[src/rtl/fbs_pkg.sv]
package fbs_pkg;
  localparam int LANE_W = 9;

  typedef enum logic [2:0] {
    CK_HOLD,
    CK_DESEL,
    CK_START_P,
    CK_START_C,
    CK_CONT
  } cyc_e;

  function automatic logic [1:0] burst_low(input logic [1:0] base,
                                           input logic [1:0] beat,
                                           input logic       ilv);
    return ilv ? (base ^ beat) : (base + beat);
  endfunction
endpackage

[src/rtl/fbs_cycle_decode.sv]
module fbs_cycle_decode
  import fbs_pkg::*;
(
  input  logic ps_start,
  input  logic cs_start,
  input  logic ce,
  input  logic sleep,
  input  logic active,
  output cyc_e kind
);
  always_comb begin
    if (sleep)                     kind = CK_HOLD;
    else if (ps_start || cs_start) begin
      if (!ce)                     kind = CK_DESEL;
      else if (ps_start)           kind = CK_START_P;
      else                         kind = CK_START_C;
    end
    else if (active)               kind = CK_CONT;
    else                           kind = CK_HOLD;
  end
endmodule

[src/rtl/fbs_write_qual.sv]
module fbs_write_qual
  import fbs_pkg::*;
#(
  parameter int LANES = 2
) (
  input  cyc_e             kind,
  input  logic             we,
  input  logic             gw,
  input  logic [LANES-1:0] bw,
  output logic [LANES-1:0] wr_mask
);
  logic may_write;

  assign may_write = (kind == CK_START_C) || (kind == CK_CONT);

  always_comb begin
    wr_mask = '0;
    if (may_write) begin
      if (gw)      wr_mask = '1;
      else if (we) wr_mask = bw;
    end
  end
endmodule

[src/rtl/fbs_burst_addr.sv]
module fbs_burst_addr
  import fbs_pkg::*;
#(
  parameter int AW = 6
) (
  input  logic          clk,
  input  logic          rst,
  input  cyc_e          kind,
  input  logic [AW-1:0] addr_in,
  input  logic          adv,
  input  logic          ilv,
  input  logic          wr_any,
  output logic [AW-1:0] eff_addr,
  output logic [AW-1:0] cur_addr,
  output logic          active,
  output logic          rd_valid
);
  logic [1:0] base_lo;
  logic [1:0] beat;
  logic [1:0] beat_nxt;

  always_comb begin
    eff_addr = cur_addr;
    beat_nxt = beat;
    case (kind)
      CK_START_P, CK_START_C: begin
        eff_addr = addr_in;
        beat_nxt = 2'd0;
      end
      CK_CONT: begin
        if (adv) begin
          beat_nxt = beat + 2'd1;
          eff_addr = {cur_addr[AW-1:2], burst_low(base_lo, beat + 2'd1, ilv)};
        end
      end
      default: ;
    endcase
  end

  always_ff @(posedge clk) begin
    if (rst) begin
      cur_addr <= '0;
      base_lo  <= 2'd0;
      beat     <= 2'd0;
      active   <= 1'b0;
      rd_valid <= 1'b0;
    end else begin
      case (kind)
        CK_START_P, CK_START_C: begin
          cur_addr <= eff_addr;
          base_lo  <= addr_in[1:0];
          beat     <= beat_nxt;
          active   <= 1'b1;
          rd_valid <= !wr_any;
        end
        CK_CONT: begin
          cur_addr <= eff_addr;
          beat     <= beat_nxt;
          rd_valid <= !wr_any;
        end
        CK_DESEL: begin
          active   <= 1'b0;
          rd_valid <= 1'b0;
        end
        default: ;
      endcase
    end
  end
endmodule

[src/rtl/fbs_array.sv]
module fbs_array
  import fbs_pkg::*;
#(
  parameter int DEPTH = 64,
  parameter int LANES = 2,
  localparam int AW = $clog2(DEPTH),
  localparam int W  = LANES * LANE_W
) (
  input  logic             clk,
  input  logic [LANES-1:0] wr_mask,
  input  logic [AW-1:0]    waddr,
  input  logic [W-1:0]     wdata,
  input  logic [AW-1:0]    raddr,
  output logic [W-1:0]     rdata
);
  for (genvar g = 0; g < LANES; g++) begin : g_lane
    logic [LANE_W-1:0] mem [0:DEPTH-1];

    always_ff @(posedge clk) begin
      if (wr_mask[g]) mem[waddr] <= wdata[g*LANE_W +: LANE_W];
    end

    assign rdata[g*LANE_W +: LANE_W] = mem[raddr];
  end
endmodule

[src/rtl/fthru_burst_sram.sv]
module fthru_burst_sram
  import fbs_pkg::*;
#(
  parameter int DEPTH = 64,
  parameter int LANES = 2,
  localparam int AW = $clog2(DEPTH),
  localparam int W  = LANES * LANE_W
) (
  input  logic             clk,
  input  logic             rst,
  input  logic [AW-1:0]    addr,
  input  logic             ps_start,
  input  logic             cs_start,
  input  logic             ce,
  input  logic             adv,
  input  logic             we,
  input  logic             gw,
  input  logic [LANES-1:0] bw,
  input  logic [W-1:0]     din,
  input  logic             order_ilv,
  input  logic             oe,
  input  logic             sleep,
  output logic [W-1:0]     dout,
  output logic             dout_drv
);
  cyc_e             kind;
  logic [LANES-1:0] wr_mask;
  logic [AW-1:0]    eff_addr;
  logic [AW-1:0]    cur_addr;
  logic             active;
  logic             rd_valid;
  logic [W-1:0]     rdata;

  fbs_cycle_decode u_dec (
    .ps_start (ps_start),
    .cs_start (cs_start),
    .ce       (ce),
    .sleep    (sleep),
    .active   (active),
    .kind     (kind)
  );

  fbs_write_qual #(.LANES(LANES)) u_wq (
    .kind    (kind),
    .we      (we),
    .gw      (gw),
    .bw      (bw),
    .wr_mask (wr_mask)
  );

  fbs_burst_addr #(.AW(AW)) u_ag (
    .clk      (clk),
    .rst      (rst),
    .kind     (kind),
    .addr_in  (addr),
    .adv      (adv),
    .ilv      (order_ilv),
    .wr_any   (|wr_mask),
    .eff_addr (eff_addr),
    .cur_addr (cur_addr),
    .active   (active),
    .rd_valid (rd_valid)
  );

  fbs_array #(.DEPTH(DEPTH), .LANES(LANES)) u_mem (
    .clk     (clk),
    .wr_mask (wr_mask),
    .waddr   (eff_addr),
    .wdata   (din),
    .raddr   (cur_addr),
    .rdata   (rdata)
  );

  assign dout_drv = rd_valid && oe && !sleep;
  assign dout     = dout_drv ? rdata : '0;
endmodule

[config.mk]
export PLATFORM = sky130hd
export DESIGN_NAME = fthru_burst_sram
export DESIGN_NICKNAME = d
export VERILOG_FILES = /design/src/rtl/fbs_pkg.sv /design/src/rtl/fbs_cycle_decode.sv /design/src/rtl/fbs_write_qual.sv /design/src/rtl/fbs_burst_addr.sv /design/src/rtl/fbs_array.sv /design/src/rtl/fthru_burst_sram.sv
export SDC_FILE = /design/constraint.sdc
export NUM_CORES = 1
export LEC_CHECK = 0
export BUFFER_PORTS_ARGS = -buffer_cell sky130_fd_sc_hd__buf_2
export CORE_AREA = 2 2 279 281
export DETAILED_ROUTE_END_ITERATION = 10
export DIE_AREA = 0 0 281 283
export PLACE_DENSITY = 0.76
export SLEW_MARGIN = 10
export SYNTH_ARGS = -nofsm -noshare
export SYNTH_HDL_FRONTEND = slang
export SYNTH_SLANG_ARGS = --single-unit
[constraint.sdc]
create_clock -name clk -period 4.89 [get_ports clk]
set_input_delay 0.489 -clock clk [delete_from_list [all_inputs] [get_ports clk]]
set_output_delay 0.489 -clock clk [all_outputs]
set_load 0.02 [all_outputs]
After elaboration in Yosys (flattened, before gate mapping)
Memory sizes are Yosys's and may differ from the RTL's. A register that Yosys moved wholly into a read port is not among the register bits.
Index checks and enable logic that the tools add are counted.
{"block": "totals", "out_inout_bits": 19, "in_bits": 37, "mem_bits_ro": 0, "register_bits": 12, "mem_bits_rw": 1152, "word_cells": 51, "memories": 2, "latchBits": 0}
{"block": "op_classes", "n_bitwise": 1, "n_mux": 24, "div_mod_pow": 0, "shift": 0, "n_reduce_logical": 12, "eq_ne": 5, "multipliers": 0, "n_lt_le_gt_ge": 0, "n_addsub": 2}
{"memory": "u_mem.g_lane[0].mem", "depth": 64, "word_bits": 9, "rd": 1, "rd_ports_with_merged_regs": 1, "write_ports": 1, "line": "fbs_array.sv:17", "source": "logic [LANE_W-1:0] mem [0:DEPTH-1];"}
{"memory": "u_mem.g_lane[1].mem", "depth": 64, "word_bits": 9, "rd": 1, "rd_ports_with_merged_regs": 1, "write_ports": 1, "line": "fbs_array.sv:17"}
{"cell": "6-bit 2-to-1 mux", "count": 4}
{"cell": "18-bit 2-to-1 mux", "count": 1}
{"cell": "2-bit 2-to-1 mux", "count": 7}
{"cell": "3-bit 2-to-1 mux", "count": 4}
{"cell": "6-bit case mux with 2 select lines", "count": 1}
{"cell": "3-bit by 2-bit == test with 1-bit output (second input constant)", "count": 2}
{"cell": "1-bit 2-to-1 mux", "count": 5}
{"cell": "1-bit case mux with 2 select lines", "count": 2}
{"cell": "2-bit nonzero test", "count": 2}
{"cell": "2-bit OR reduction", "count": 2}
{"cell": "3-bit by 1-bit == test with 1-bit output (second input constant)", "count": 1}
{"cell": "3-bit == test (second input constant)", "count": 1}
{"cell": "3-bit OR reduction", "count": 1}
{"cell": "2-bit by 1-bit adder with 2-bit output (second input constant)", "count": 1}
{"cell": "2-bit adder", "count": 1}
{"cell": "1-bit logical AND", "count": 2}
{"cell": "1-bit zero test", "count": 2}
{"cell": "1-bit logical OR", "count": 2}
{"cell": "2-bit != test (second input constant)", "count": 1}
{"cell": "2-bit AND reduction", "count": 1}
{"cell": "2-bit XOR", "count": 1}

Depth between registers and ports, before layout
Gate-level depths: netlist (run 1).
{"block": "logic_depth", "ltp_word": 10, "depth_mapped": 10, "depth_no_buf": 7}

By module
A second synthesis (run 1) with hierarchy kept.
{"block": "unflattened", "hier_cells": 2103, "area_unflattened_um2": 45511.1}
{"mod": "fbs_array", "cells_each": 2005, "seq_area_each_um2": 34593.2, "area_per_inst_um2": 44604.0, "instances": 1}
{"mod": "fbs_burst_addr", "cells_each": 63, "seq_area_each_um2": 240.2, "area_per_inst_um2": 611.8, "instances": 1}
{"mod": "fthru_burst_sram", "cells_each": 23, "seq_area_each_um2": 0.0, "area_per_inst_um2": 215.2, "instances": 1}
{"mod": "fbs_cycle_decode", "cells_each": 6, "seq_area_each_um2": 0.0, "area_per_inst_um2": 43.8, "instances": 1}
{"mod": "fbs_write_qual", "cells_each": 6, "seq_area_each_um2": 0.0, "area_per_inst_um2": 36.3, "instances": 1}

Worst setup path before layout (run 1)
Ideal clock, no wire load.
{"block": "synth_timing", "kind": "input port to flip-flop", "startpoint": "input sleep", "endpoint": "memory u_mem.g_lane[1].mem[0][0] (enable)", "arrival_time_ps": 2451, "cell_stages": 7, "path_buffers": 2, "setup_time_ps": 374, "t_required_ps": 4516, "setup_slack_ps": 2065, "cell_sequence": "buf_2 > o21bai_4 > nor2_4 > mux2i_1 > clkbuf_1 > nand3_1 > nor2_1"}
{"block": "synth_via", "elab_chain_cells": 6, "word_cells_on_any_way": 10}
{"element": "start: declaration", "line": "fthru_burst_sram.sv:22", "source": "input logic sleep,"}
{"element": "3-bit 2-to-1 mux *", "line": "fbs_cycle_decode.sv:12", "source": "if (sleep) kind = CK_HOLD;"}
{"element": "3-bit by 2-bit == test with 1-bit output or 3-bit == test (tied branches)", "line": "fbs_write_qual.sv:14, fbs_burst_addr.sv:25"}
{"element": "1-bit logical OR", "line": "fbs_write_qual.sv:14", "source": "assign may_write = (kind == CK_START_C) || (kind == CK_CONT);"}
{"element": "2-bit 2-to-1 mux", "line": "fbs_write_qual.sv:18", "source": "if (may_write) begin"}
{"element": "1-bit 2-to-1 mux", "line": "fbs_array.sv:20", "source": "if (wr_mask[g]) mem[waddr] <= wdata[g*LANE_W +: LANE_W];"}
{"element": "1-bit 2-to-1 mux (implied by the code)", "line": "fbs_array.sv:20"}
{"element": "end: declaration", "line": "fbs_array.sv:17"}
Mark *: on every way between the ends. The rest lies on a longest branch, timed or not.

==> run metrics, run 1 <==
Hold Buf Count CTS=0; Initial Utilization=0.594; reg-to-reg startpoint=u_ag.beat[0]$_SDFFE_PP0P_; grt total ovfl=0; async set-reset flop share out of synthesis=0; Post-synth EDFFs=1152; Core Footprint=around 77000 µm²; CTS tree=done; Setup Crit Path Kind=register to primary output; routed wire length=around 110000 µm; min-delay src=addr[0]; Port-buffer cells=55; yosys warns=0; initial antenna violation count=3; crit path launch type=register; TritonCTS buffer count=109; Die ar.=about 80000 µm²; Synth Flop Type=edfxtp_1; Crit path required time=4.40 ns; Hold WS=0.0832 ns; clk buf depth=3; die height=283 µm; RSZ-0062 raised after global routing=no; flops & latches, synth=1170; Yosys cell types=60; normalized max-slew margin=0.152; Worst-Skew Late Latency=approximately 0.67 ns; DR pass1 iterations=8; max cap viols=0; Final Cycle Share=0.916; post-route antenna net violation count=0; CP Max Fanout=10; Final GP Congestion=approximately 0.88; worst slew pin tran=1.27 ns; # rows=102; Pwr Density=402 nW/µm²; largest net degree at the start of global routing=65; Min Clock Period, post-route=4.48 ns; layout cells sized above 1=0.268; Diodes inserted=0; clock sinks=1170; DRC violation count after routing=0; gr usage total=0.288; chip width=281 µm; nets=~2.3k; worst vdd ir=0.000289 V; Synth top area share=0.760; Achievable Freq=0.223 GHz; routed wire length per instance=32.9 µm; Pleak=15.5 nW; DRT iter0 DRCs=3713; Via density=around 6.9; min-delay worst type=primary input to register; CP arrival=3.99 ns; leading cell type in the layout, fill and taps excluded=edfxtp_1; sequential element share of the synthesized area=0.768; via count=23.5k; Sum Neg Setup Slack=0 ns; Synth area leaders=edfxtp_1 76%, mux4_2 14%, mux2i_1 1.4%; clock slew at reported path FFs=~0.06 ns; post-CTS sizing=0; vias in the first global route=23.5k; Crit. End Element=primary output; Mapped Cells=2151; Synth area leader=edfxtp_1; Setup Skew=about 0.019 ns; Setup Buffers After CTS=0; Mapped Area=45500 µm²; Fillers=4701; Layout area overhead=11.7%; H-tree level count=3; most frequent cells in the layout=1152 x edfxtp_1, 275 x mux4_2, 143 x nor2_1; first-pass GRT wire length=164000 µm; Final Hold Fails=0; status=completed; clk root buf=clkbuf_16; endpoints failing setup=0; net count after synthesis=2189; I/O pin cnt=56; dpl hpwl=66600 µm; Slew Limit Fails=0; average size of a mapped cell=~21 µm²
per-layer routing:
| layer | up-vias | part of all wire | GRT usage |
|---|---|---|---|
| met3 | 298 | 0.11 | 0.0613 |
| li1 | 9277 | - | - |
| met1 | 12154 | 0.37 | 0.410 |
| met2 | 1790 | 0.48 | 0.448 |
| met5 | - | 0.00037 | 0 |
| met4 | 6 | 0.038 | 0.104 |
cells by family (layout without fill, tap and decap cells):
| family | after synthesis | count (layout) | synth area share |
|---|---|---|---|
| XOR/XNOR | 2 | 2 | 0.000687 |
| flip-flops | 1170 | 1170 | 0.768 |
| adder cells (fa/ha/maj) | 1 | 1 | 0.000275 |
| AO/OA/AOI/OAI | 188 | 188 | 0.0290 |
| buffers and inverters | 128 | 353 | 0.0157 |
| multiplexers | 363 | 363 | 0.156 |
| AND/OR/NAND/NOR | 299 | 299 | 0.0305 |
per-stage QoR:
step | util | area, µm² | std cells | worst slack [ns] | power [mW]
after floorplan | - | 45500 | 2151 | 2.07 | 11.7
after CTS | 0.663 | 50900 | 3416 | 0.403 | 20.5
after detailed placement | 0.616 | 47300 | 3213 | 1.03 | 12.1
after global placement | 0.616 | 47300 | 3213 | 1.11 | 12.1
final | 0.663 | 50900 | 3416 | 0.411 | 20.5
after global routing | 0.663 | 50900 | 3416 | 0.308 | 20.9
flip-flops by register name, summed over array words and instances, names as in the netlist, named ones only:
name              flops
u_ag.active           1
u_ag.rd_valid         1
u_ag.base_lo          2
u_ag.beat             2
u_ag.cur_addr         6
u_mem.g_lane.mem   1152
report_power, final:
| group | switching [mW] | leakage [nW] | internal (mW) |
|---|---|---|---|
| clock network | 3.64 | 1.75 | 4.89 |
| registers | 0.0283 | 10.5 | 11.0 |
| logic | 0.593 | 3.20 | 0.297 |
| total | 4.26 | 15.5 | 16.2 |
cell usage after synthesis (5+ instances only):
| library cell | count |
|---|---|
| edfxtp_1 | 1152 |
| mux4_2 | 275 |
| nor2_1 | 143 |
| mux2i_1 | 63 |
| nand2_1 | 50 |
| buf_2 | 42 |
| clkbuf_1 | 38 |
| o22ai_1 | 35 |
| a21oi_1 | 31 |
| nand3_1 | 30 |
| o21ai_0 | 28 |
| mux2_2 | 25 |
| buf_4 | 24 |
| o221ai_1 | 22 |
| dfxtp_1 | 18 |
| nand4_1 | 16 |
| a211oi_1 | 14 |
| a221oi_1 | 14 |
| nor2b_1 | 14 |
| buf_6 | 12 |
| nor3_1 | 10 |
| buf_1 | 8 |
| a22o_1 | 7 |
| a31oi_1 | 7 |
| nand2b_1 | 7 |
| a21o_1 | 6 |
| or2_2 | 5 |
final timing paths:
kind                                                             end  slack [ns]  cells past startpoint
worst max register to register  u_mem.g_lane[1].mem[20][8]$_DFFE_PP_        1.14                      7
worst max-delay path                                        dout[11]        0.41                      6
worst min-delay path                    u_ag.base_lo[0]$_SDFFE_PP0N_        0.08                      3
worst min register to register          u_ag.base_lo[0]$_SDFFE_PP0N_        0.48                      2
cell type report:
class	instances	area, µm²	share of cell area
tap	1040	1300	0.0256
timing repair buffer	146	1100	0.0216
multi-input combinational	853	9890	0.194
inverter	4	15.0	0.000295
clock buffer	127	2840	0.0558
clock inverter	76	747	0.0147
sequential	1170	35000	0.688
critical path: stages, from the launching register on:
cell      delay (ns)
dfxtp_1         0.36
nor2_1          0.96
nand2_1         0.75
o221ai_1        0.57
a21oi_1         0.16
a32o_1          0.31
buf_2           0.19
Note: power is estimated with default switching activity, not from simulation.
==> run 2: changes to the inputs <==
--- a/config.mk
+++ b/config.mk
@@ -6,10 +6,9 @@
 export NUM_CORES = 1
 export LEC_CHECK = 0
 export BUFFER_PORTS_ARGS = -buffer_cell sky130_fd_sc_hd__buf_2
-export CORE_AREA = 2 2 279 281
+export CORE_AREA = 2 2 364 366
 export DETAILED_ROUTE_END_ITERATION = 10
-export DIE_AREA = 0 0 281 283
-export PLACE_DENSITY = 0.76
+export DIE_AREA = 0 0 366 368
 export SLEW_MARGIN = 10
 export SYNTH_ARGS = -nofsm -noshare
 export SYNTH_HDL_FRONTEND = slang
==> constraint.sdc (replaced) <==
create_clock -name clk -period 4.89 [get_ports clk]
set_input_delay 0.2445 -clock clk [delete_from_list [all_inputs] [get_ports clk]]
set_output_delay 0.2445 -clock clk [all_outputs]
set_load 0.02 [all_outputs]
==> run metrics, run 2 (synthesis gave the netlist of run 1 again) <==
status=completed; worst vdd ir=0.000292 V; clock sinks=1170; biggest registers after layout=u_mem.g_lane.mem: 1152 flops, u_ag.cur_addr: 6 flops; setup slack, reg-to-reg=1.17 ns; Final Hold Fails=0; vias in the first global route=23.1k; CP arrival=between 4 and 5 ns; DRT iter0 DRCs=2688; most frequent cells in the layout=1152 x edfxtp_1, 275 x mux4_2, 142 x nor2_1; Place WS=around 1.2 ns; Reg2Reg Depth=7; endpoints failing setup=0; Sum Neg Setup Slack=0 ns; DR pass1 iterations=6; Via density=5.48; RSZ-0062 raised after global routing=no; Setup Buffers After CTS=0; max cap viols=0; dpl hpwl=74100 µm; Slew Limit Fails=0; grt total ovfl=0; routed wire length per instance=28.5 µm; gr usage total=0.175; reg-to-reg startpoint=u_ag.beat[0]$_SDFFE_PP0P_; Crit. End Element=primary output; die height=368 µm; min-delay worst type=primary input to register; non-filler instance count after layout=4165; CP Max Fanout=47; Initial Utilization=0.348; CTS tree=done; Core Footprint=~130000 µm²; worst hold stages=3; # rows=133; Layout area overhead=14.1%; Achievable Freq=0.235 GHz; routed wire length=119000 µm; chip width=roughly 370 µm; Final GP Congestion=~0.84; Final Worst Setup Slack=0.640 ns; clock slew at reported path FFs=0.06 ns; layout cells sized above 1=0.270; Hold Buf Count CTS=14; Setup Skew=about 0.02 ns; Pleak=15.5 nW; normalized max-slew margin=0.238; clk root buf=clkbuf_16; most flop-heavy register=u_mem.g_lane.mem; crit path launch type=register; Min Clock Period, post-route=4.25 ns; initial antenna violation count=12; via count=between 20k and 25k; leading cell type in the layout, fill and taps excluded=edfxtp_1; max FFs per register=roughly 1.2k; Final Cycle Share=0.869; RR Endpoint=u_mem.g_lane[0].mem[2][1]$_DFFE_PP_; Setup Crit Path Kind=register to primary output; Port-buffer cells=55; DRC violation count after routing=0; I/O pin cnt=56; TritonCTS buffer count=116; post-route antenna net violation count=0; Worst-Skew Late Latency=a little over 0.7 ns; Placed Cells incl. Taps=3931; WHS Endpoint=u_ag.cur_addr[3]$_SDFFE_PP0N_; clk buf depth=3; first-pass GRT wire length=171000 µm; worst slew pin tran=approximately 1.1 ns; post-CTS sizing=0; Crit path required time=4.65 ns; Die ar.=135000 µm²; min-delay src=addr[3]; H-tree level count=3; Pwr Density=394 nW/µm²; nets=2346; largest net degree at the start of global routing=84; Final Power=just over 20 mW
## run 2: layer usage
layer / up-vias / part of all wire / wire length, µm / global-route usage
li1: 9341 / - / - / -
met1: 12186 / 0.41 / 48200 / 0.238
met2: 1075 / 0.49 / 57700 / 0.286
met3: 206 / 0.077 / 9150 / 0.0330
met4: 10 / 0.030 / 3540 / 0.0518
met5: - / 0.00056 / 67 / 0
## run 2: area by class of cell
type	count	area (µm²)
timing repair buffer	163	1230
clock inverter	67	529
inverter	4	15.0
antenna	3	7.51
tap	1755	2200
clock buffer	150	3100
fill	11615	78900
multi-input combinational	853	9890
sequential	1170	35000
## run 2: where the power goes
| part | switching, mW | internal [mW] |
|---|---|---|
| Combinational | 0.606 | 0.303 |
| Sequential | 0.0258 | 11.0 |
| Clock | 3.74 | 4.79 |
## run 2: how the worst max path moves through the flow
stage	cells after the start	to	startpoint
2_1_floorplan	8	u_mem.g_lane[1].mem[17][0]$_DFFE_PP_	u_ag.beat[0]$_SDFFE_PP0P_
3_5_place_dp	7	u_mem.g_lane[0].mem[18][4]$_DFFE_PP_	u_ag.beat[0]$_SDFFE_PP0P_
6_report	8	dout[12]	register
4_1_cts	8	dout[12]	register
3_3_place_gp	7	u_mem.g_lane[0].mem[18][1]$_DFFE_PP_	u_ag.beat[0]$_SDFFE_PP0P_
5_1_grt	8	dout[12]	register
## run 2: worst max-delay path: stages (launching register included)
cell and delay (ns):
dfxtp_4 0.67, buf_12 0.41, mux4_2 0.56, nor2b_1 0.17, a211oi_1 0.58, a2111oi_0 0.24, buf_4 0.21, a31o_1 0.25
buf_2 0.19
## run 2: metrics by stage
| step | cell area, µm² | util | hold slack (ns) |
|---|---|---|---|
| 6_report | 51900 | 0.397 | 0.0391 |
| 5_1_grt | 51900 | 0.397 | 0.0495 |
| 4_1_cts | 51900 | 0.397 | 0.00291 |
| 3_5_place_dp | 48200 | 0.368 | 0.460 |
| 3_3_place_gp | 48200 | 0.368 | 0.463 |
| 2_1_floorplan | 45500 | - | 0.343 |
==> run 3: changes to the inputs <==
--- a/config.mk
+++ b/config.mk
@@ -9,7 +9,7 @@
 export CORE_AREA = 2 2 364 366
 export DETAILED_ROUTE_END_ITERATION = 10
 export DIE_AREA = 0 0 366 368
-export SLEW_MARGIN = 10
+export SLEW_MARGIN = 20
 export SYNTH_ARGS = -nofsm -noshare
 export SYNTH_HDL_FRONTEND = slang
 export SYNTH_SLANG_ARGS = --single-unit
==> constraint.sdc (replaced) <==
create_clock -name clk -period 3.62 [get_ports clk]
set_input_delay 0.181 -clock clk [delete_from_list [all_inputs] [get_ports clk]]
set_output_delay 0.181 -clock clk [all_outputs]
set_load 0.02 [all_outputs]
==> run metrics, run 3 (synthesis gave the netlist of run 1 again) <==
RR Endpoint=u_mem.g_lane[1].mem[27][2]$_DFFE_PP_; Min Clock Period, post-route=approximately 3.6 ns; # rows=~130; Crit. End Element=primary output; TritonCTS buffer count=roughly 120; worst vdd ir=roughly 0.00038 V; routed wire length per instance=roughly 28 µm; min-delay src=din[2]; clk root buf=clkbuf_16; worst hold stages=1; Worst-Skew Late Latency=roughly 0.70 ns; clk buf depth=3; worst slew pin tran=1.07 ns; biggest registers after layout=u_mem.g_lane.mem: 1152 flops, u_ag.cur_addr: 6 flops; post-route antenna net violation count=0; Via density=5.43; grt total ovfl=0; Layout area overhead=17.9%; Initial Utilization=0.348; DRC violation count after routing=0; Core Util, Final=0.410; Achievable Freq=0.279 GHz; layout cells sized above 1=0.318; nets=2512; endpoints failing setup=0; Setup Crit Path Kind=register to primary output; crit path launch type=register; setup slack, reg-to-reg=0.21 ns; routed wire length=122000 µm; CP arrival=between 3 and 4 ns; WHS Endpoint=u_mem.g_lane[0].mem[63][2]$_DFFE_PP_; leading cell type in the layout, fill and taps excluded=edfxtp_1; first-pass GRT wire length=~170000 µm; most flop-heavy register=u_mem.g_lane.mem; Reg2Reg Depth=6; die height=~370 µm; Final Hold Fails=0; max FFs per register=1152; Die ar.=135000 µm²; clock slew at reported path FFs=0.06 ns; vias in the first global route=24.0k; initial antenna violation count=8; Slew Limit Fails=0; DR pass1 iterations=6; CP Max Fanout=29; status=completed; normalized max-slew margin=0.286; clock sinks=1170; Fillers=11.5k; chip width=366 µm; DRT iter0 DRCs=2892; Pwr Density=530 nW/µm²; Pleak=16.6 nW; Final Cycle Share=0.989; largest net degree at the start of global routing=57; Placed Area=49300 µm²; I/O pin cnt=between 50 and 60; Setup Skew=between 0.02 and 0.03 ns; min-delay worst type=primary input to register; CTS tree=done; Port-buffer cells=55; most frequent cells in the layout=1152 x edfxtp_1, 275 x mux4_2, 224 x buf_4; dpl hpwl=between 70000 and 80000 µm; Core Footprint=131000 µm²; reg-to-reg startpoint=u_ag.active$_SDFFE_PP0P_; gr usage total=0.178; post-layout instance area=between 50000 and 60000 µm²; Final GP Congestion=between 0.8 and 0.9; via count=23.5k; max cap viols=0; H-tree level count=3; Crit path required time=3.44 ns
==> run 3: cell type report <==
type / instances / area, µm² / area share
flip-flops and latches: 1170 / 35000 / 0.651
multi-input cells: 853 / 9910 / 0.185
clock buffers: 134 / 3000 / 0.0559
repair buffers: 328 / 2720 / 0.0507
well taps: 1755 / 2200 / 0.0409
clock inverters: 83 / 856 / 0.0159
inverters: 4 / 15.0 / 0.000280
diodes: 6 / 15.0 / 0.000280
==> run 3: metal layers <==
layer,share of wire,GRT usage
met5,0.00044,0
met4,0.038,0.0734
met3,0.082,0.0350
met2,0.47,0.283
met1,0.40,0.242
==> run 3: worst max path at each step <==
stage,cells past startpoint,endpoint,slack [ns]
detailed placement,6,u_mem.g_lane[1].mem[27][2]$_DFFE_PP_,0.17
finish,7,dout[6],0.04
floorplan,8,u_mem.g_lane[1].mem[17][0]$_DFFE_PP_,0.84
global placement,7,u_mem.g_lane[1].mem[27][5]$_DFFE_PP_,0.21
global route,8,dout[4],-0.004
CTS,7,dout[2],0.01
==> run 3: repair_timing <==
action                                  in CTS  in global routing
gates cloned                                 0                  1
hold buffers                                19                  0
resized for setup                           14                  6
pin swaps                                    0                  0
buffers inserted                            10                  3
hold endpoints to repair                    51                  0
endpoints found under the setup margin      18                 12
==> run 3: stage by stage <==
stage          instances  power (mW)  setup TNS [ns]  setup slack [ns]  hold slack [ns]
2_1_floorplan       2151        15.8               0             0.837            0.280
6_report            4333        28.5               0            0.0387           0.0414
5_1_grt             4327        29.2        -0.00616          -0.00369           0.0648
4_1_cts             4323        28.7               0            0.0139           0.0154
3_5_place_dp        4077        16.5               0             0.173            0.463
3_3_place_gp        4077        16.5               0             0.207            0.447
==> run 3: critical path: stages (launching register included) <==
cell and delay [ns]:
dfxtp_4 0.55, buf_4 0.19, buf_12 0.22, mux4_2 0.56, mux2i_1 0.41, a211oi_1 0.20, a31o_2 0.34, buf_2 0.18
==> run 3: where the power goes <==
part / total (mW) / leakage (nW) / switching (mW) / internal, mW
registers: 14.9 / 10.5 / 0.0161 / 14.9
logic: 1.35 / 4.21 / 0.871 / 0.477
clock network: 12.2 / 1.88 / 5.08 / 7.13
